`src/rtl/rtg_pkg.sv`:
```
package rtg_pkg;
  localparam int REG_AW = 4;
  localparam int REG_DW = 32;

  typedef enum logic [REG_AW-1:0] {
    A_CTRL   = 4'h0,
    A_HTOT   = 4'h1,
    A_VTOT   = 4'h2,
    A_HBLK   = 4'h3,
    A_VBLK   = 4'h4,
    A_BORDER = 4'h5,
    A_BLANK  = 4'h6,
    A_BLKCOL = 4'h7,
    A_OVSCOL = 4'h8,
    A_STATUS = 4'h9,
    A_POS    = 4'hA,
    A_FRAMES = 4'hB
  } reg_addr_e;

  localparam int LO_FLD      = 0;
  localparam int HI_FLD      = 16;
  localparam int BLANK_REQ_B = 0;
  localparam int DE_MODE_B   = 1;
  localparam int CUR_BLANK_B = 8;
endpackage

```
`src/rtl/rtg_regs.sv`:
```
module rtg_regs
  import rtg_pkg::*;
#(
  parameter int CNT_W   = 12,
  parameter int BW      = 8,
  parameter int CW      = 8,
  parameter int FRAME_W = 16
) (
  input  logic                clk_i,
  input  logic                rst_ni,
  input  logic                we_i,
  input  logic [REG_AW-1:0]   addr_i,
  input  logic [REG_DW-1:0]   wdata_i,
  output logic [REG_DW-1:0]   rdata_o,
  output logic                run_o,
  output logic [CNT_W-1:0]    htot_o,
  output logic [CNT_W-1:0]    vtot_o,
  output logic [CNT_W-1:0]    hb_end_o,
  output logic [CNT_W-1:0]    hb_start_o,
  output logic [CNT_W-1:0]    vb_end_o,
  output logic [CNT_W-1:0]    vb_start_o,
  output logic [BW-1:0]       bdr_l_o,
  output logic [BW-1:0]       bdr_r_o,
  output logic [BW-1:0]       bdr_t_o,
  output logic [BW-1:0]       bdr_b_o,
  output logic                blank_req_o,
  output logic                de_mode_o,
  output logic [3*CW-1:0]     blank_col_o,
  output logic [3*CW-1:0]     ovs_col_o,
  input  logic                cur_blank_i,
  input  logic                vblank_i,
  input  logic [CNT_W-1:0]    hpos_i,
  input  logic [CNT_W-1:0]    vpos_i,
  input  logic [FRAME_W-1:0]  frames_i
);
  localparam int PX_W = 3 * CW;

  logic unused_wdata;
  assign unused_wdata = ^wdata_i;

  always_ff @(posedge clk_i or negedge rst_ni) begin
    if (!rst_ni) begin
      run_o       <= 1'b0;
      htot_o      <= '0;
      vtot_o      <= '0;
      hb_end_o    <= '0;
      hb_start_o  <= '0;
      vb_end_o    <= '0;
      vb_start_o  <= '0;
      bdr_l_o     <= '0;
      bdr_r_o     <= '0;
      bdr_t_o     <= '0;
      bdr_b_o     <= '0;
      blank_req_o <= 1'b0;
      de_mode_o   <= 1'b0;
      blank_col_o <= '0;
      ovs_col_o   <= '0;
    end else if (we_i) begin
      case (addr_i)
        A_CTRL:   run_o <= wdata_i[0];
        A_HTOT:   htot_o <= wdata_i[CNT_W-1:0];
        A_VTOT:   vtot_o <= wdata_i[CNT_W-1:0];
        A_HBLK: begin
          hb_end_o   <= wdata_i[LO_FLD +: CNT_W];
          hb_start_o <= wdata_i[HI_FLD +: CNT_W];
        end
        A_VBLK: begin
          vb_end_o   <= wdata_i[LO_FLD +: CNT_W];
          vb_start_o <= wdata_i[HI_FLD +: CNT_W];
        end
        A_BORDER: begin
          bdr_l_o <= wdata_i[0    +: BW];
          bdr_r_o <= wdata_i[BW   +: BW];
          bdr_t_o <= wdata_i[2*BW +: BW];
          bdr_b_o <= wdata_i[3*BW +: BW];
        end
        A_BLANK: begin
          blank_req_o <= wdata_i[BLANK_REQ_B];
          de_mode_o   <= wdata_i[DE_MODE_B];
        end
        A_BLKCOL: blank_col_o <= wdata_i[PX_W-1:0];
        A_OVSCOL: ovs_col_o   <= wdata_i[PX_W-1:0];
        default: ;
      endcase
    end
  end

  always_comb begin
    rdata_o = '0;
    case (addr_i)
      A_CTRL: rdata_o[0] = run_o;
      A_HTOT: rdata_o[CNT_W-1:0] = htot_o;
      A_VTOT: rdata_o[CNT_W-1:0] = vtot_o;
      A_HBLK: begin
        rdata_o[LO_FLD +: CNT_W] = hb_end_o;
        rdata_o[HI_FLD +: CNT_W] = hb_start_o;
      end
      A_VBLK: begin
        rdata_o[LO_FLD +: CNT_W] = vb_end_o;
        rdata_o[HI_FLD +: CNT_W] = vb_start_o;
      end
      A_BORDER: rdata_o[4*BW-1:0] = {bdr_b_o, bdr_t_o, bdr_r_o, bdr_l_o};
      A_BLANK: begin
        rdata_o[BLANK_REQ_B] = blank_req_o;
        rdata_o[DE_MODE_B]   = de_mode_o;
        rdata_o[CUR_BLANK_B] = cur_blank_i;
      end
      A_BLKCOL: rdata_o[PX_W-1:0] = blank_col_o;
      A_OVSCOL: rdata_o[PX_W-1:0] = ovs_col_o;
      A_STATUS: rdata_o[0] = vblank_i;
      A_POS: begin
        rdata_o[LO_FLD +: CNT_W] = hpos_i;
        rdata_o[HI_FLD +: CNT_W] = vpos_i;
      end
      A_FRAMES: rdata_o[FRAME_W-1:0] = frames_i;
      default: ;
    endcase
  end
endmodule

```
`src/rtl/rtg_axis.sv`:
```
module rtg_axis #(
  parameter int CNT_W  = 12,
  parameter int BW     = 8,
  parameter int SYNC_W = 2
) (
  input  logic             clk_i,
  input  logic             rst_ni,
  input  logic             step_i,
  input  logic [CNT_W-1:0] total_i,
  input  logic [CNT_W-1:0] b_end_i,
  input  logic [CNT_W-1:0] b_start_i,
  input  logic [BW-1:0]    bdr_lo_i,
  input  logic [BW-1:0]    bdr_hi_i,
  output logic [CNT_W-1:0] cnt_o,
  output logic             wrap_o,
  output logic             blank_o,
  output logic             border_o,
  output logic             sync_o
);
  logic [CNT_W-1:0] lo_edge, hi_edge;

  // bound compare so a lowered total still wraps
  assign wrap_o = cnt_o >= total_i;

  always_ff @(posedge clk_i or negedge rst_ni) begin
    if (!rst_ni)     cnt_o <= '0;
    else if (step_i) cnt_o <= wrap_o ? '0 : cnt_o + CNT_W'(1);
  end

  assign lo_edge  = b_end_i + CNT_W'(bdr_lo_i);
  assign hi_edge  = b_start_i - CNT_W'(bdr_hi_i);
  assign blank_o  = (cnt_o < b_end_i) || (cnt_o >= b_start_i);
  assign border_o = (cnt_o < lo_edge) || (cnt_o >= hi_edge);
  assign sync_o   = cnt_o < CNT_W'(SYNC_W);
endmodule

```
`src/rtl/rtg_pixel.sv`:
```
module rtg_pixel #(
  parameter int CW = 8
) (
  input  logic            in_lim_i,
  input  logic            border_i,
  input  logic            cur_blank_i,
  input  logic            de_mode_i,
  input  logic [3*CW-1:0] pix_i,
  input  logic [3*CW-1:0] blank_col_i,
  input  logic [3*CW-1:0] ovs_col_i,
  output logic [3*CW-1:0] pix_o,
  output logic            de_o
);
  always_comb begin
    if (!in_lim_i)        pix_o = '0;
    else if (cur_blank_i) pix_o = blank_col_i;
    else if (border_i)    pix_o = ovs_col_i;
    else                  pix_o = pix_i;
  end

  assign de_o = in_lim_i && !border_i && !(cur_blank_i && de_mode_i);
endmodule

```
`src/rtl/raster_timing_gen.sv`:
```
module raster_timing_gen
  import rtg_pkg::*;
#(
  parameter int CNT_W   = 12,
  parameter int BW      = 8,
  parameter int CW      = 8,
  parameter int FRAME_W = 16,
  parameter int HSYNC_W = 2,
  parameter int VSYNC_W = 1
) (
  input  logic              clk_i,
  input  logic              rst_ni,
  input  logic              reg_we_i,
  input  logic [REG_AW-1:0] reg_addr_i,
  input  logic [REG_DW-1:0] reg_wdata_i,
  output logic [REG_DW-1:0] reg_rdata_o,
  input  logic [3*CW-1:0]   pix_i,
  output logic [3*CW-1:0]   pix_o,
  output logic              hsync_o,
  output logic              vsync_o,
  output logic              hblank_o,
  output logic              vblank_o,
  output logic              de_o
);
  logic               run, blank_req, de_mode, cur_blank;
  logic [CNT_W-1:0]   htot, vtot, hb_end, hb_start, vb_end, vb_start;
  logic [BW-1:0]      bdr_l, bdr_r, bdr_t, bdr_b;
  logic [3*CW-1:0]    blank_col, ovs_col;
  logic [CNT_W-1:0]   hcnt, vcnt;
  logic               h_wrap, v_wrap, h_bdr, v_bdr, frame_end;
  logic [FRAME_W-1:0] frame_cnt;

  rtg_regs #(.CNT_W(CNT_W), .BW(BW), .CW(CW), .FRAME_W(FRAME_W)) u_regs (
    .clk_i, .rst_ni,
    .we_i(reg_we_i), .addr_i(reg_addr_i), .wdata_i(reg_wdata_i), .rdata_o(reg_rdata_o),
    .run_o(run), .htot_o(htot), .vtot_o(vtot),
    .hb_end_o(hb_end), .hb_start_o(hb_start), .vb_end_o(vb_end), .vb_start_o(vb_start),
    .bdr_l_o(bdr_l), .bdr_r_o(bdr_r), .bdr_t_o(bdr_t), .bdr_b_o(bdr_b),
    .blank_req_o(blank_req), .de_mode_o(de_mode),
    .blank_col_o(blank_col), .ovs_col_o(ovs_col),
    .cur_blank_i(cur_blank), .vblank_i(vblank_o),
    .hpos_i(hcnt), .vpos_i(vcnt), .frames_i(frame_cnt)
  );

  rtg_axis #(.CNT_W(CNT_W), .BW(BW), .SYNC_W(HSYNC_W)) u_h (
    .clk_i, .rst_ni, .step_i(run),
    .total_i(htot), .b_end_i(hb_end), .b_start_i(hb_start),
    .bdr_lo_i(bdr_l), .bdr_hi_i(bdr_r),
    .cnt_o(hcnt), .wrap_o(h_wrap), .blank_o(hblank_o), .border_o(h_bdr), .sync_o(hsync_o)
  );

  rtg_axis #(.CNT_W(CNT_W), .BW(BW), .SYNC_W(VSYNC_W)) u_v (
    .clk_i, .rst_ni, .step_i(run && h_wrap),
    .total_i(vtot), .b_end_i(vb_end), .b_start_i(vb_start),
    .bdr_lo_i(bdr_t), .bdr_hi_i(bdr_b),
    .cnt_o(vcnt), .wrap_o(v_wrap), .blank_o(vblank_o), .border_o(v_bdr), .sync_o(vsync_o)
  );

  assign frame_end = run && h_wrap && v_wrap;

  // blank state and frame count move only at frame start
  always_ff @(posedge clk_i or negedge rst_ni) begin
    if (!rst_ni) begin
      cur_blank <= 1'b0;
      frame_cnt <= '0;
    end else if (frame_end) begin
      cur_blank <= blank_req;
      frame_cnt <= frame_cnt + FRAME_W'(1);
    end
  end

  rtg_pixel #(.CW(CW)) u_pix (
    .in_lim_i(!hblank_o && !vblank_o), .border_i(h_bdr || v_bdr),
    .cur_blank_i(cur_blank), .de_mode_i(de_mode),
    .pix_i, .blank_col_i(blank_col), .ovs_col_i(ovs_col),
    .pix_o, .de_o
  );
endmodule

```
`config.mk`:
```
export PLATFORM = sky130hd
export DESIGN_NAME = raster_timing_gen
export DESIGN_NICKNAME = d
export VERILOG_FILES = /design/src/rtl/rtg_pkg.sv /design/src/rtl/rtg_regs.sv /design/src/rtl/rtg_axis.sv /design/src/rtl/rtg_pixel.sv /design/src/rtl/raster_timing_gen.sv
export SDC_FILE = /design/constraint.sdc
export NUM_CORES = 1
export LEC_CHECK = 0
export BUFFER_PORTS_ARGS = -buffer_cell sky130_fd_sc_hd__buf_2
export CAP_MARGIN = 15
export CELL_PAD_IN_SITES_DETAIL_PLACEMENT = 1
export CELL_PAD_IN_SITES_GLOBAL_PLACEMENT = 1
export CORE_MARGIN = 2
export CORE_UTILIZATION = 43
export CTS_CLUSTER_DIAMETER = 100
export DETAILED_ROUTE_END_ITERATION = 6
export MAX_ROUTING_LAYER = met4
export PLACE_DENSITY = 0.85
export SLEW_MARGIN = 30
export SYNTH_ARGS = -nofsm -noshare
export SYNTH_HDL_FRONTEND = slang
export SYNTH_SLANG_ARGS = --single-unit
```
`constraint.sdc`:
```
create_clock -name clk_i -period 5.01 [get_ports clk_i]
set_input_delay 0.2505 -clock clk_i [delete_from_list [all_inputs] [get_ports clk_i]]
set_output_delay 0.2505 -clock clk_i [all_outputs]
set_load 0.02 [all_outputs]
```
# Word level (Yosys, flattened, before mapping)
# Index checks and enable logic that the tools add are counted.
[totals]
regBits = 196
input_bits = 63
word_cells = 88
[classes]
order_cmp = 12
add_sub_neg = 7
n_reduce_logical = 25
muxes = 14
eq_ne = 11
[op_table]
columns = ["operator", "count"]
rows = [
  [">= comparator 12 bit", 6],
  ["two-way mux 24 bit", 3],
  ["case mux 6 bit (9 select lines)", 1],
  ["< comparator 12 bit", 4],
  ["case mux 8 bit (6 select lines)", 1],
  ["case mux 4 bit (4 select lines)", 2],
  ["case mux 3 bit (9 select lines)", 1],
  ["adder 12 x 1 -> 12 bit, second input constant", 2],
  ["adder 12 x 8 -> 12 bit", 2],
  ["two-way mux 12 bit", 2],
  ["subtractor 12 x 8 -> 12 bit", 2],
  ["case mux 1 bit (10 select lines)", 2],
  ["AND reduction 2 bit", 9],
  ["adder 16 x 1 -> 16 bit, second input constant", 1],
  ["== test 4 x 3 -> 1 bit, second input constant", 4],
  ["== test 4 bit, second input constant", 4],
  ["< comparator 12 x 1 -> 1 bit, second input constant", 1],
  ["< comparator 12 x 2 -> 1 bit, second input constant", 1],
  ["case mux 1 bit (12 select lines)", 1],
  ["== test 4 x 2 -> 1 bit, second input constant", 2],
  ["logical AND 1 bit", 6],
  ["logical OR 1 bit", 5],
  ["== test 4 x 1 -> 1 bit, second input constant", 1],
  ["logical NOT 1 bit", 4],
  ["other kinds (2)", 2],
]

# Logic depth before layout (Yosys ltp)
# Gate-level depths: netlist of run 1.
[depth]
depth_word = 7
depth_mapped = 20

# By module
# From an unflattened synthesis of run 1, not the netlist that was laid out.
[unflattened]
hier_cells = 1416
area_unflattened_um2 = 14636.5
[by_module_without_submodules]
columns = ["module", "area_each_um2", "cells_per_inst", "n_inst"]
rows = [
  ["rtg_regs", 7502.2, 552, 1],
  ["rtg_axis (u_v)", 2811.4, 355, 1],
  ["rtg_axis (u_h)", 2788.9, 355, 1],
  ["raster_timing_gen", 768.2, 70, 1],
  ["rtg_pixel", 765.7, 84, 1],
]

# Least setup slack after synthesis of run 1
# OpenSTA, ideal clock, no wires.
[synth_timing]
path_kind = "reg-to-output"
start = "register u_regs.hb_start_o[0]"
end = "output port pix_o[10]"
path_stages_with_launch = 21
arrival_ps = 4531
setup_slack_ps = 229
n_path_buf = 1
path_cell_list = "dfrtp_1 > inv_1 > ha_1 > inv_1 > fa_1 > nand2_1 > nand2_1 > a21oi_1 > o21bai_1 > a21oi_1 > o21ai_0 > xnor2_1 > ha_1 > a21oi_1 > nand2_1 > a2111o_1 > or4_4 > nor4_4 > buf_6 > mux2_4 > o211a_1"
[synth_between]
elab_chain_cells = 7
[synth_rtl]
columns = ["element", "line", "source"]
rows = [
  ["start: declaration", "rtg_regs.sv:19", "output logic [CNT_W-1:0] hb_start_o,"],
  ["start signal: assignment", "rtg_regs.sv:65", "hb_start_o <= wdata_i[HI_FLD +: CNT_W];"],
  ["subtractor 12 x 8 -> 12 bit", "rtg_axis.sv:31", "assign hi_edge = b_start_i - CNT_W'(bdr_hi_i);"],
  [">= comparator 12 bit", "rtg_axis.sv:33", "assign border_o = (cnt_o < lo_edge) || (cnt_o >= hi_edge);"],
  ["logical OR 1 bit", "rtg_axis.sv:33", ""],
  ["logical OR 1 bit", "raster_timing_gen.sv:73", ".in_lim_i(!hblank_o && !vblank_o), .border_i(h_bdr || v_bdr),"],
  ["two-way mux 24 bit", "rtg_pixel.sv:17", "else if (border_i) pix_o = ovs_col_i;"],
  ["two-way mux 24 bit", "rtg_pixel.sv:16", "else if (cur_blank_i) pix_o = blank_col_i;"],
  ["two-way mux 24 bit *", "rtg_pixel.sv:15", "if (!in_lim_i) pix_o = '0;"],
  ["end: declaration", "raster_timing_gen.sv:18", "output logic [3*CW-1:0] pix_o,"],
]
# Every way passes the cells marked *; elsewhere a longest branch is shown, timed or not.

# Worst setup path in the final report of run 1
[layout_timing]
start = "register u_regs.vb_start_o[0]"
end = "output port pix_o[4]"
[layout_between]
elab_chain_cells = 7
[layout_rtl]
columns = ["element", "line", "source"]
rows = [
  ["start: declaration", "rtg_regs.sv:21", "output logic [CNT_W-1:0] vb_start_o,"],
  ["start signal: assignment", "rtg_regs.sv:69", "vb_start_o <= wdata_i[HI_FLD +: CNT_W];"],
  ["subtractor 12 x 8 -> 12 bit", "rtg_axis.sv:31", ""],
  [">= comparator 12 bit", "rtg_axis.sv:33", ""],
  ["logical OR 1 bit", "rtg_axis.sv:33", ""],
  ["logical OR 1 bit", "raster_timing_gen.sv:73", ""],
  ["two-way mux 24 bit", "rtg_pixel.sv:17", ""],
  ["two-way mux 24 bit", "rtg_pixel.sv:16", ""],
  ["two-way mux 24 bit *", "rtg_pixel.sv:15", ""],
]
# Marked as above.

==> results of run 1 <==
==> power by group <==
part           total [mW]  switching (mW)  internal [mW]
Sequential           2.39           0.494           1.89
Clock                1.44           0.730          0.709
Combinational        2.65            1.41           1.24
Total                6.48            2.64           3.84
==> critical path, stage by stage, from the launching register on <==
cell and delay, ns:
dfrtp_1 0.41, inv_1 0.08, ha_1 0.16, inv_1 0.07, fa_2 0.36, nand2_1 0.09
nand2_1 0.10, a21oi_2 0.22, o21bai_1 0.10, a21oi_2 0.18, buf_4 0.13, buf_4 0.10
o21ai_0 0.10, xnor2_1 0.14, ha_1 0.19, nand3_1 0.09, nand2_1 0.05, a32o_1 0.20
or4_4 0.55, nor4_4 0.34, buf_4 0.20, buf_12 0.15, mux2_4 0.30, o211a_1 0.24
buf_6 0.14
==> through the flow <==
step / hold WS [ns] / cell area (um^2) / std cells
final: 0.0203 / 16100 / 1906
after global placement: 0.256 / 15000 / 1848
after detailed placement: 0.258 / 15000 / 1848
after CTS: 0.0122 / 16000 / 1903
after floorplan: -0.0451 / 13800 / 1346
after global routing: 0.0217 / 16100 / 1906
==> path summary, 6_finish.rpt <==
| path | start | end | slack [ns] | cells after the start |
|---|---|---|---|---|
| setup / recovery | u_regs.vb_start_o[0] | pix_o[4] | -0.44 | 24 |
| hold reg to reg | frame_cnt[6] | frame_cnt[6] | 0.51 | 1 |
| hold / removal | reg_wdata_i[31] | u_regs.bdr_b_o[7] | 0.02 | 2 |
| max in group asynchronous | rst_ni | cur_blank | 3.49 | 3 |
| min in group asynchronous | rst_ni | u_regs.blank_col_o[17] | 0.30 | 2 |
| setup reg to reg | u_v.cnt_o[0] | frame_cnt[15] | 1.18 | 9 |
==> kinds of logic after synthesis <==
kind of cell               synth area share, %
buffers and inverters                     4.55
AOI/OAI and AO/OA                         15.1
adders and majority gates                 14.4
xor gates and xnor gates                  4.00
DFF                                       35.6
and+or+nand+nor                           11.1
muxes                                     15.2
==> layout make-up <==
| class | count | area (um^2) |
|---|---|---|
| Inverter | 109 | 409 |
| Fill cell | 3498 | 15500 |
| Clock inverter | 15 | 166 |
| Clock buffer | 17 | 425 |
| Sequential cell | 196 | 4910 |
| Multi-Input combinational cell | 987 | 8400 |
| Tap cell | 402 | 503 |
| Timing Repair Buffer | 180 | 1290 |
==> cell usage in the layout (no fill, tap or decap), types with 6 or more instances in the layout <==
cell and count:
a22oi_1 64, buf_4 50, nand4_1 24, ha_1 150, a21oi_2 9, nor4_1 6, inv_1 108, a211oi_1 9
a222oi_1 8, nor2_1 46, dfrtp_1 194, nor3_1 12, xor2_1 19, a22o_1 6, mux2_4 24, nand2b_1 48
buf_6 25, o21ai_0 34, mux2_2 159, o211a_1 24, nor2b_1 9, nand2_1 64, buf_2 98, nand3_1 40
xnor2_1 44, a21o_1 33, clkbuf_16 17, a21oi_1 43, a221oi_1 10, and3_1 16, o21ai_1 8
==> layer usage <==
metal	global-route usage, %	routed length [um]	part of all wire, %
met5	-	0	0
met4	20.4	3380	6.3
met3	5.40	4010	7.5
met2	52.3	25500	48
met1	38.5	20300	38
==> timing repair <==
| action | in CTS | in global routing |
|---|---|---|
| buffers inserted | 19 | 5 |
| hold buffers | 1 | 0 |
| pin swaps | 17 | 20 |
| cloned | 3 | 0 |
| endpoints found under the hold margin | 56 | 0 |
| gates resized for setup | 53 | 45 |
| setup endpoints to repair | 25 | 25 |
==> impl_results.md, run 1 <==
* Crit end category: output pin
* Routed len/inst at 27.9 um
* Final worst slack at -0.437 ns
* Measured slew at the worst slew-check pin at 0.905 ns
* Pwr dens at 402 mW/mm^2
* Overall power at 6.48 mW
* Initial core utilization at 43.7%
* Vias in the first global route at 13300
* Fin crit share at 109%
* Leading area contributor after synthesis: dfrtp_1
* Total wire length at 53200 um
* Initial antenna violation count at 0
* Final setup vio count at 25
* Final Hold Viols at 0
* Die X at 183 um
* Bufs on Longest Clock Path at 2
* Final #Nets at 1710
* Count leader, synth: dfrtp_1
* Synth Warn # at 0
* N_diodes at 0
* Outcome: finished, violations left
* Violations in the final reports: negative setup slack
* Maxcap violations at 0
* Syn-to-layout area delta at 16.8%
* Worst Path Max Fanout at 6
* Peak supply drop at 0.197 mV
* Worst skew pair latency at 0.47 ns
* CTS tree: yes
* Final GP Congestion at 0.940
* Remaining DRCs at 0
* Fmax at 0.184 GHz
* I/O pins at 124
* Max-slew headroom at 39.4%
* Mapped Cells at 1346
* Ys flop type: dfrtp_1
* H-Tree Level Count at 4
* #FFs+latches synth at 196
* Post-Syn Area per Cell at 10.2 um^2
* Clock slew at the register clock pins of the worst setup and hold paths at 0.08 ns
* Mapped Area at 0.0138 mm^2
* Fin util at 51.0%
* P_leak at 8.17 nW
* Root Driver: clkbuf_16
* Top flop regs: u_regs.blank_col_o: 24 flops, u_regs.ovs_col_o: 24 flops, frame_cnt: 16 flops
* Hpwl dp at 35900 um
* Cell Rows at 65
* Min Clock Period, post-route at 5.45 ns
* Hold Path Class: primary input to flip-flop
* Required time of the worst setup path at 4.76 ns
* Number of buffers created by CTS at 17
* Largest net degree at the start of global routing at 141
* Yosys cell types at 59
* IO Port Bufs at 123
* Pre-CTS WS at -0.0398 ns
* Ranking of synthesized cells by area: dfrtp_1 36%, ha_1 14%, mux2_2 13%
* Clock Skew at 0.0195 ns
* GRT Residual Overflow at 0
* Synthesized Nets at 1565
* Critical Path Source Type: flip-flop
* Die area at 0.0335 mm^2
* Most common library cells after synthesis: 196 x dfrtp_1, 164 x mux2_2, 152 x ha_1
* Crit path kind: flip-flop to output pin
* Routed vias/inst at 6.48
* RSZ-0062 raised after global routing: true
* Async set or reset register ratio after synthesis at 100%
* Total core area at 0.0316 mm^2
* Via Count at 12300
* Seq/Total Area, Yosys at 35.6%
* Post-synth EDFFs at 0
* Sink Count at 196
* Area share of the largest cell type after synthesis at 35.6%
* WP data arrival at 5.20 ns
* Share of layout cells above drive strength 1 at 28.6%
* DR pass1 iterations at 7
* 1st-iter DRT viols at 1311
* Residual antenna-violating net count after detailed routing at 0
* Setup TNS at -9.64 ns
* First-pass GRT wire length at 80000 um
* Die Y at 183 um
* Max-slew violation count at 0
* Total track usage at 32.7%
(Power assumes the default switching activity.)
==> run 2: changes to the inputs <==
- CORE_UTILIZATION: 43 -> 44
- PLACE_DENSITY: 0.85 -> 0.86
- SYNTH_HIERARCHICAL: default -> 1
- TNS_END_PERCENT: default -> 50
==> impl_results.md, run 2 <==
* Synthesized Nets at 1635
* Share of layout cells above drive strength 1 at 25.4%
* Worst skew pair latency at 0.46 ns
* Pre-CTS WS at 0.224 ns
* Clock slew at the register clock pins of the worst setup and hold paths at 0.08 ns
* Measured slew at the worst slew-check pin at 1.02 ns
* I/O pins at 124
* Die Y at 186 um
* Final setup vio count at 2
* Mapped Cells at 1416
* Final GP Congestion at 1.02
* Clock Skew at 0.00977 ns
* Crit path kind: flip-flop to output pin
* H-Tree Level Count at 4
* Yosys cell types at 97
* Synth Warn # at 6
* Violations in the final reports: negative setup slack
* DR pass1 iterations at 7
* Via Count at 13000
* Area share of the largest cell type after synthesis at 33.5%
* Ys flop type: dfrtp_1
* CTS tree: yes
* Switching Share at 42.0%
* Die X at 186 um
* First-pass GRT wire length at 82600 um
* Required time of the worst setup path at 4.76 ns
* Critical Path Source Type: flip-flop
* Count leader, synth: dfrtp_1
* Hpwl dp at 39500 um
* Final #Nets at 1747
* GRT Residual Overflow at 0
* Total wire length at 55700 um
* Number of buffers created by CTS at 17
* Initial core utilization at 44.9%
* Routed len/inst at 28.1 um
* Pwr dens at 412 mW/mm^2
* Bufs on Longest Clock Path at 2
* Post-synth EDFFs at 0
* Switching pwr at 2.83 mW
* Power share of the combinational group at 41.0%
* Total track usage at 32.1%
* Post-Syn Area per Cell at 10.3 um^2
* Max-slew headroom at 31.9%
* Overall power at 6.74 mW
* Worst Path Max Fanout at 15
* Routed vias/inst at 6.55
* Root Driver: clkbuf_16
* Min Clock Period, post-route at 5.04 ns
* Max-slew violation count at 0
* Cell Rows at 66
* IO Port Bufs at 123
* Ranking of synthesized cells by area: dfrtp_1 34%, ha_1 13%, mux2_2 9.1%
* Most common cell after layout, fill and taps aside: dfrtp_1
* Maxcap violations at 0
* Peak supply drop at 0.292 mV
* Residual antenna-violating net count after detailed routing at 0
* Vias in the first global route at 13700
* Mapped Area at 0.0146 mm^2
* Most common library cells after synthesis: 196 x dfrtp_1, 152 x ha_1, 118 x mux2_2
* P_leak at 7.81 nW
* Outcome: finished, violations left
* Top flop regs: u_regs/blank_col_o: 24 flops, u_regs/ovs_col_o: 24 flops, frame_cnt: 16 flops
* 1st-iter DRT viols at 1301
* Final worst slack at -0.0310 ns
* Final Hold Viols at 0
* Hold Path Class: primary input to flip-flop
* WP data arrival at 4.79 ns
* Clock Power Share at 22.4%
* Seq/Total Area, Yosys at 33.5%
* P_int at 3.91 mW
* Sink Count at 196
* Commonest cells after routing, fill and taps aside: 194 x dfrtp_1, 151 x ha_1, 118 x mux2_2, 115 x buf_2, 107 x inv_1
* Remaining DRCs at 0
* N_diodes at 0
* Total core area at 0.0326 mm^2
* Fmax at 0.198 GHz
* Syn-to-layout area delta at 11.8%
* Crit end category: output pin
* Async set or reset register ratio after synthesis at 100%
* Leading area contributor after synthesis: dfrtp_1
* Die area at 0.0347 mm^2
* Initial antenna violation count at 0
* Largest net degree at the start of global routing at 117
* #FFs+latches synth at 196
* Fin crit share at 101%
* Reg power frac at 36.6%
run 2: cell count changes in the layout (fill, tap and decap cells not counted), sizes merged, moves of 24 or more:
cell,before,now
nand2b,48,12
a211oi,10,34
buf,178,141
nor2b,9,44
o211a,24,0
mux2i,0,28
run 2: timing repair:
item                                   4_1_cts  5_1_grt
setup endpoints to repair                   25       25
buffers inserted                             0        3
pin swaps                                    2        4
resized for setup                            7       17
hold buffers                                 1        0
endpoints found under the hold margin       80        0
run 2: power groups by stage:
stage | sequential, mW | combinational, mW | clock, mW
floorplan | 2.17 | 1.91 | 0
global placement | 2.42 | 2.38 | 0
detailed placement | 2.45 | 2.58 | 0
CTS | 2.43 | 2.63 | 1.52
global route | 2.49 | 3.01 | 1.59
finish | 2.47 | 2.76 | 1.51
run 2: kinds of logic after synthesis:
logic type      share of synthesized area (%)
buf+inv                                  5.16
mux                                      14.7
fa+ha+maj                                13.5
xor+xnor                                 3.71
flops                                    33.5
compound gates                           17.0
simple gates                             12.3
run 2: worst paths after layout:
kind	start	endpoint	slack [ns]	depth (start not counted)
worst max-delay path	u_regs/vb_end_o[4]	pix_o[17]	-0.03	18
worst min-delay path	reg_wdata_i[29]	u_regs/bdr_b_o[5]	0.03	2
worst max register to register	u_h/cnt_o[3]	u_v/cnt_o[11]	1.34	10
worst min register to register	frame_cnt[15]	frame_cnt[15]	0.49	1
max in group asynchronous	rst_ni	cur_blank	3.51	3
min in group asynchronous	rst_ni	u_v/cnt_o[9]	0.40	2
run 2: cell type report:
type	instances	area, um^2
clock buffer	17	425
inverter	108	405
clock inverter	15	204
sequential	196	4910
timing repair buffer	143	811
fill	3598	16300
tap	442	553
multi-input combinational	1062	9060
run 2: worst max-delay path: stages (launching register included):
cell       delay, ns
dfrtp_1         0.50
ha_1            0.41
nand3_1         0.11
o211ai_1        0.30
buf_4           0.20
o2111ai_1       0.15
a21oi_1         0.26
xnor2_1         0.19
ha_1            0.31
a21o_1          0.19
a21o_1          0.16
a21oi_1         0.14
nor2_1          0.07
o2bb2ai_2       0.27
or2_4           0.22
buf_6           0.22
mux2i_1         0.12
a211oi_2        0.28
buf_4           0.22
run 2: per-layer routing:
| layer | share of wire (%) | vias up | global-route usage (%) |
|---|---|---|---|
| li1 | - | 5453 | - |
| met1 | 38 | 6550 | 37.0 |
| met2 | 47 | 745 | 52.6 |
| met3 | 8.4 | 238 | 6.30 |
| met4 | 6.2 | 0 | 18.0 |
| met5 | 0 | - | - |
run 2: stage by stage:
step	util [%]	instance area, um^2	TNS (ns)	hold slack [ns]	std cells
6_report	50.2	16400	-0.0338	0.0289	1983
3_3_place_gp	47.8	15600	0	0.349	1947
3_5_place_dp	47.8	15600	0	0.349	1947
5_1_grt	50.2	16400	-2.30	0.0282	1983
2_1_floorplan	-	14600	0	-0.0451	1416
4_1_cts	49.9	16300	0	0.0244	1980
==> run 3: changes to the inputs <==
- ABC_AREA: default -> 1
- CORE_UTILIZATION: 44 -> 40
==> impl_results.md, run 3 <==
* Final setup vio count at 0
* Peak supply drop at 0.272 mV
* Adder-Cell Fraction of Synth Area at 12.9%
* Cell mode on critical path: nand2_1
* CP cell instances: inv_1 -> ha_1 -> inv_1 -> fa_1 -> nand2_1 -> nand2_1 -> o21ai_1 -> o21ai_1 -> xor2_1 -> ha_1 -> nand2_1 -> nor2_1 -> nand2_1 -> a21oi_1 -> nor2_1 -> nand3_1 -> or2_4 -> nand2_1 -> nand2_1 -> nor2_1 -> nor2_1 -> buf_2
* Fmax at 0.225 GHz
* Post-CTS sizing at 0
* Min Clock Period, post-route at 4.45 ns
* Ys flop type: dfrtp_1
* N_diodes at 0
* I/O pins at 124
* Via Count at 15500
* Most common library cells after synthesis: 718 x nand2_1, 280 x inv_1, 218 x nor2_1
* Hold Path Class: primary input to flip-flop
* Largest net degree at the start of global routing at 109
* Routed len/inst at 19.9 um
* Top flop regs: u_regs/blank_col_o: 24 flops, u_regs/ovs_col_o: 24 flops, frame_cnt: 16 flops
* Mapped Area at 0.0153 mm^2
* Yosys cell types at 39
* Setup TNS at 0 ns
* Area share of the largest cell type after synthesis at 32.0%
* Ranking of synthesized cells by area: dfrtp_1 32%, nand2_1 18%, ha_1 12%
* DR pass1 iterations at 5
* Compound-cell area share of the yosys netlist at 11.1%
* Fillers at 5009
* Post-Syn Area per Cell at 6.87 um^2
* FF-to-FF Start: u_h/cnt_o[11]
* Register area at 0.00490 mm^2
* Routed vias/inst at 5.45
* Post-synth EDFFs at 0
* Initial antenna violation count at 0
* Xor/xnor share of the synthesized area at 2.69%
* Clock Skew at 0.0125 ns
* Total core area at 0.0377 mm^2
* Max-slew headroom at 35.6%
* Final GP Congestion at 0.937
* Leading area contributor after synthesis: dfrtp_1
* IO Port Bufs at 123
* Most common cell after layout, fill and taps aside: nand2_1
* CP Buf/Inv Count at 3
* WP data arrival at 4.20 ns
* Reg power frac at 37.0%
* Hold Crit Start: reg_wdata_i[29]
* Crit end category: output pin
* #FFs+latches synth at 196
* Die X at 200 um
* Synth Warn # at 6
* Seq/Total Area, Yosys at 32.0%
* Power share of the combinational group at 38.8%
* Count leader, synth: nand2_1
* Max stage delay on crit path at 0.47 ns
* Pwr dens at 367 mW/mm^2
* Switching Share at 42.8%
* P_leak at 9.17 nW
* Total track usage at 30.1%
* Total wire length at 56400 um
* Final worst slack at 0.557 ns
* CP max stage cell: or2_4
* Root Driver: clkbuf_16
* WHS at 0.0587 ns
* Fin crit share at 88.9%
* Die Y at 200 um
* Post-synthesis mux area share at 0%
* Initial core utilization at 40.7%
* Number of buffers created by CTS at 17
* Final #Nets at 2530
* Maxcap violations at 0
* Max-slew violation count at 0
* Worst path top cell family by delay: simple AND/OR/NAND/NOR gates
* Main combinational cell family by area after synthesis: simple AND/OR/NAND/NOR gates
* CTS tree: yes
* Area occupied by multi-input gates at 0.00890 mm^2
* Hpwl dp at 42500 um
* Pre-CTS WS at 0.749 ns
* P_int at 3.53 mW
* Mapped Cells at 2230
* Outcome: complete, no violations
* RSZ-0062 raised after global routing: false
* Synthesized Nets at 2449
* Bufs on Longest Clock Path at 2
* Worst skew pair latency at 0.46 ns
* Die area at 0.0399 mm^2
* GRT Residual Overflow at 0
* Overall power at 6.18 mW
* Required time of the worst setup path at 4.76 ns
* Switching pwr at 2.65 mW
* Critical Path Source Type: flip-flop
* Crit path kind: flip-flop to output pin
* Cell Rows at 71
* Clock Power Share at 24.2%
* 1st-iter DRT viols at 918
* Share of layout cells above drive strength 1 at 9.42%
* Clock slew at the register clock pins of the worst setup and hold paths at 0.08 ns
* Async set or reset register ratio after synthesis at 100%
* Post-Synth Simple-Gate Area at 31.3%
* H-Tree Level Count at 4
* Commonest cells after routing, fill and taps aside: 717 x nand2_1, 280 x inv_1, 217 x nor2_1, 196 x dfrtp_1, 152 x ha_1
* Remaining DRCs at 0
* Final Hold Viols at 0
* Residual antenna-violating net count after detailed routing at 0
* Worst Setup SP: u_regs/vb_start_o[0]
* First-pass GRT wire length at 88600 um
* Sink Count at 196
* Vias in the first global route at 16300
* Syn-to-layout area delta at 9.84%
* Worst Path Max Fanout at 49
* Measured slew at the worst slew-check pin at 0.963 ns
## run 3: cell types whose count changed after synthesis, moves of 70 or more
cell     delta
mux2_2    -118
o21ai_0    +70
inv_1     +173
nand3_1   +111
nand2_1   +651
o21ai_1    +72
nor2_1    +155
## run 3: cell type report
cell class,count,share of cell area [%]
clock inverters,14,1.11
clock buffers,18,2.55
repair buffers,129,4.07
flip-flops and latches,196,29.1
multi-input cells,1681,52.9
well taps,511,3.80
inverters,286,6.40
## run 3: metal layers
| metal | track usage [%] | share of wire (%) | vias up | wire, um |
|---|---|---|---|---|
| li1 | - | - | 7277 | - |
| met1 | 35.8 | 42 | 7624 | 23800 |
| met2 | 50.4 | 48 | 419 | 27100 |
| met3 | 3.98 | 5.0 | 140 | 2840 |
| met4 | 14.2 | 4.6 | 0 | 2620 |
| met5 | - | 0 | - | 0 |
## run 3: cells by family (layout without fill, tap and decap cells)
| kind of cell | count (synthesis) | in the layout |
|---|---|---|
| flops | 196 | 196 |
| simple gates | 1159 | 1159 |
| xor+xnor | 47 | 47 |
| fa+ha+maj | 156 | 156 |
| buf+inv | 353 | 447 |
| compound gates | 319 | 319 |
## run 3: worst paths after layout
kind                                     endpoint  cells past startpoint  slack, ns
max reg2reg                         u_v/cnt_o[10]                     16       1.44
min                             u_regs/bdr_b_o[5]                      3       0.06
max                                     pix_o[15]                     22       0.56
min in group asynchronous       u_regs/bdr_l_o[6]                      2       0.38
min reg2reg                u_regs/blank_col_o[10]                      2       0.52
max in group asynchronous   u_regs/vb_start_o[10]                      3       3.54
## run 3: what timing repair did
item                                    4_1_cts  5_1_grt
hold endpoints to repair                     88        0
setup buffers                                 0        0
endpoints found under the setup margin        0        0
hold buffers                                  1        0
## run 3: metrics by stage
step | cell area, um^2 | instances | utilization [%]
after floorplan | 15300 | 2230 | -
after global placement | 16200 | 2802 | 43.0
after detailed placement | 16200 | 2802 | 43.0
after CTS | 16800 | 2835 | 44.6
after global routing | 16800 | 2835 | 44.7
final | 16800 | 2835 | 44.7
## run 3: power groups by stage
stage,logic [mW],clock network [mW],registers (mW)
floorplan,1.73,0,2.11
global placement,2.20,0,2.29
detailed placement,2.35,0,2.31
CTS,2.39,1.52,2.28
global route,2.74,1.58,2.32
finish,2.40,1.50,2.29
## run 3: worst register-to-register path, cell delays in order (launching register included)
cell     delay, ns
dfrtp_1       0.58
ha_1          0.41
nand2_1       0.08
nor2_1        0.19
nand2_1       0.07
nor2_1        0.16
nand2_1       0.09
nand2_1       0.58
nand2_1       0.11
inv_1         0.41
nand2_1       0.11
nor2_1        0.22
nand2_1       0.11
nor2_1        0.10
nand3_1       0.08
nand2_1       0.09
a21oi_1       0.04
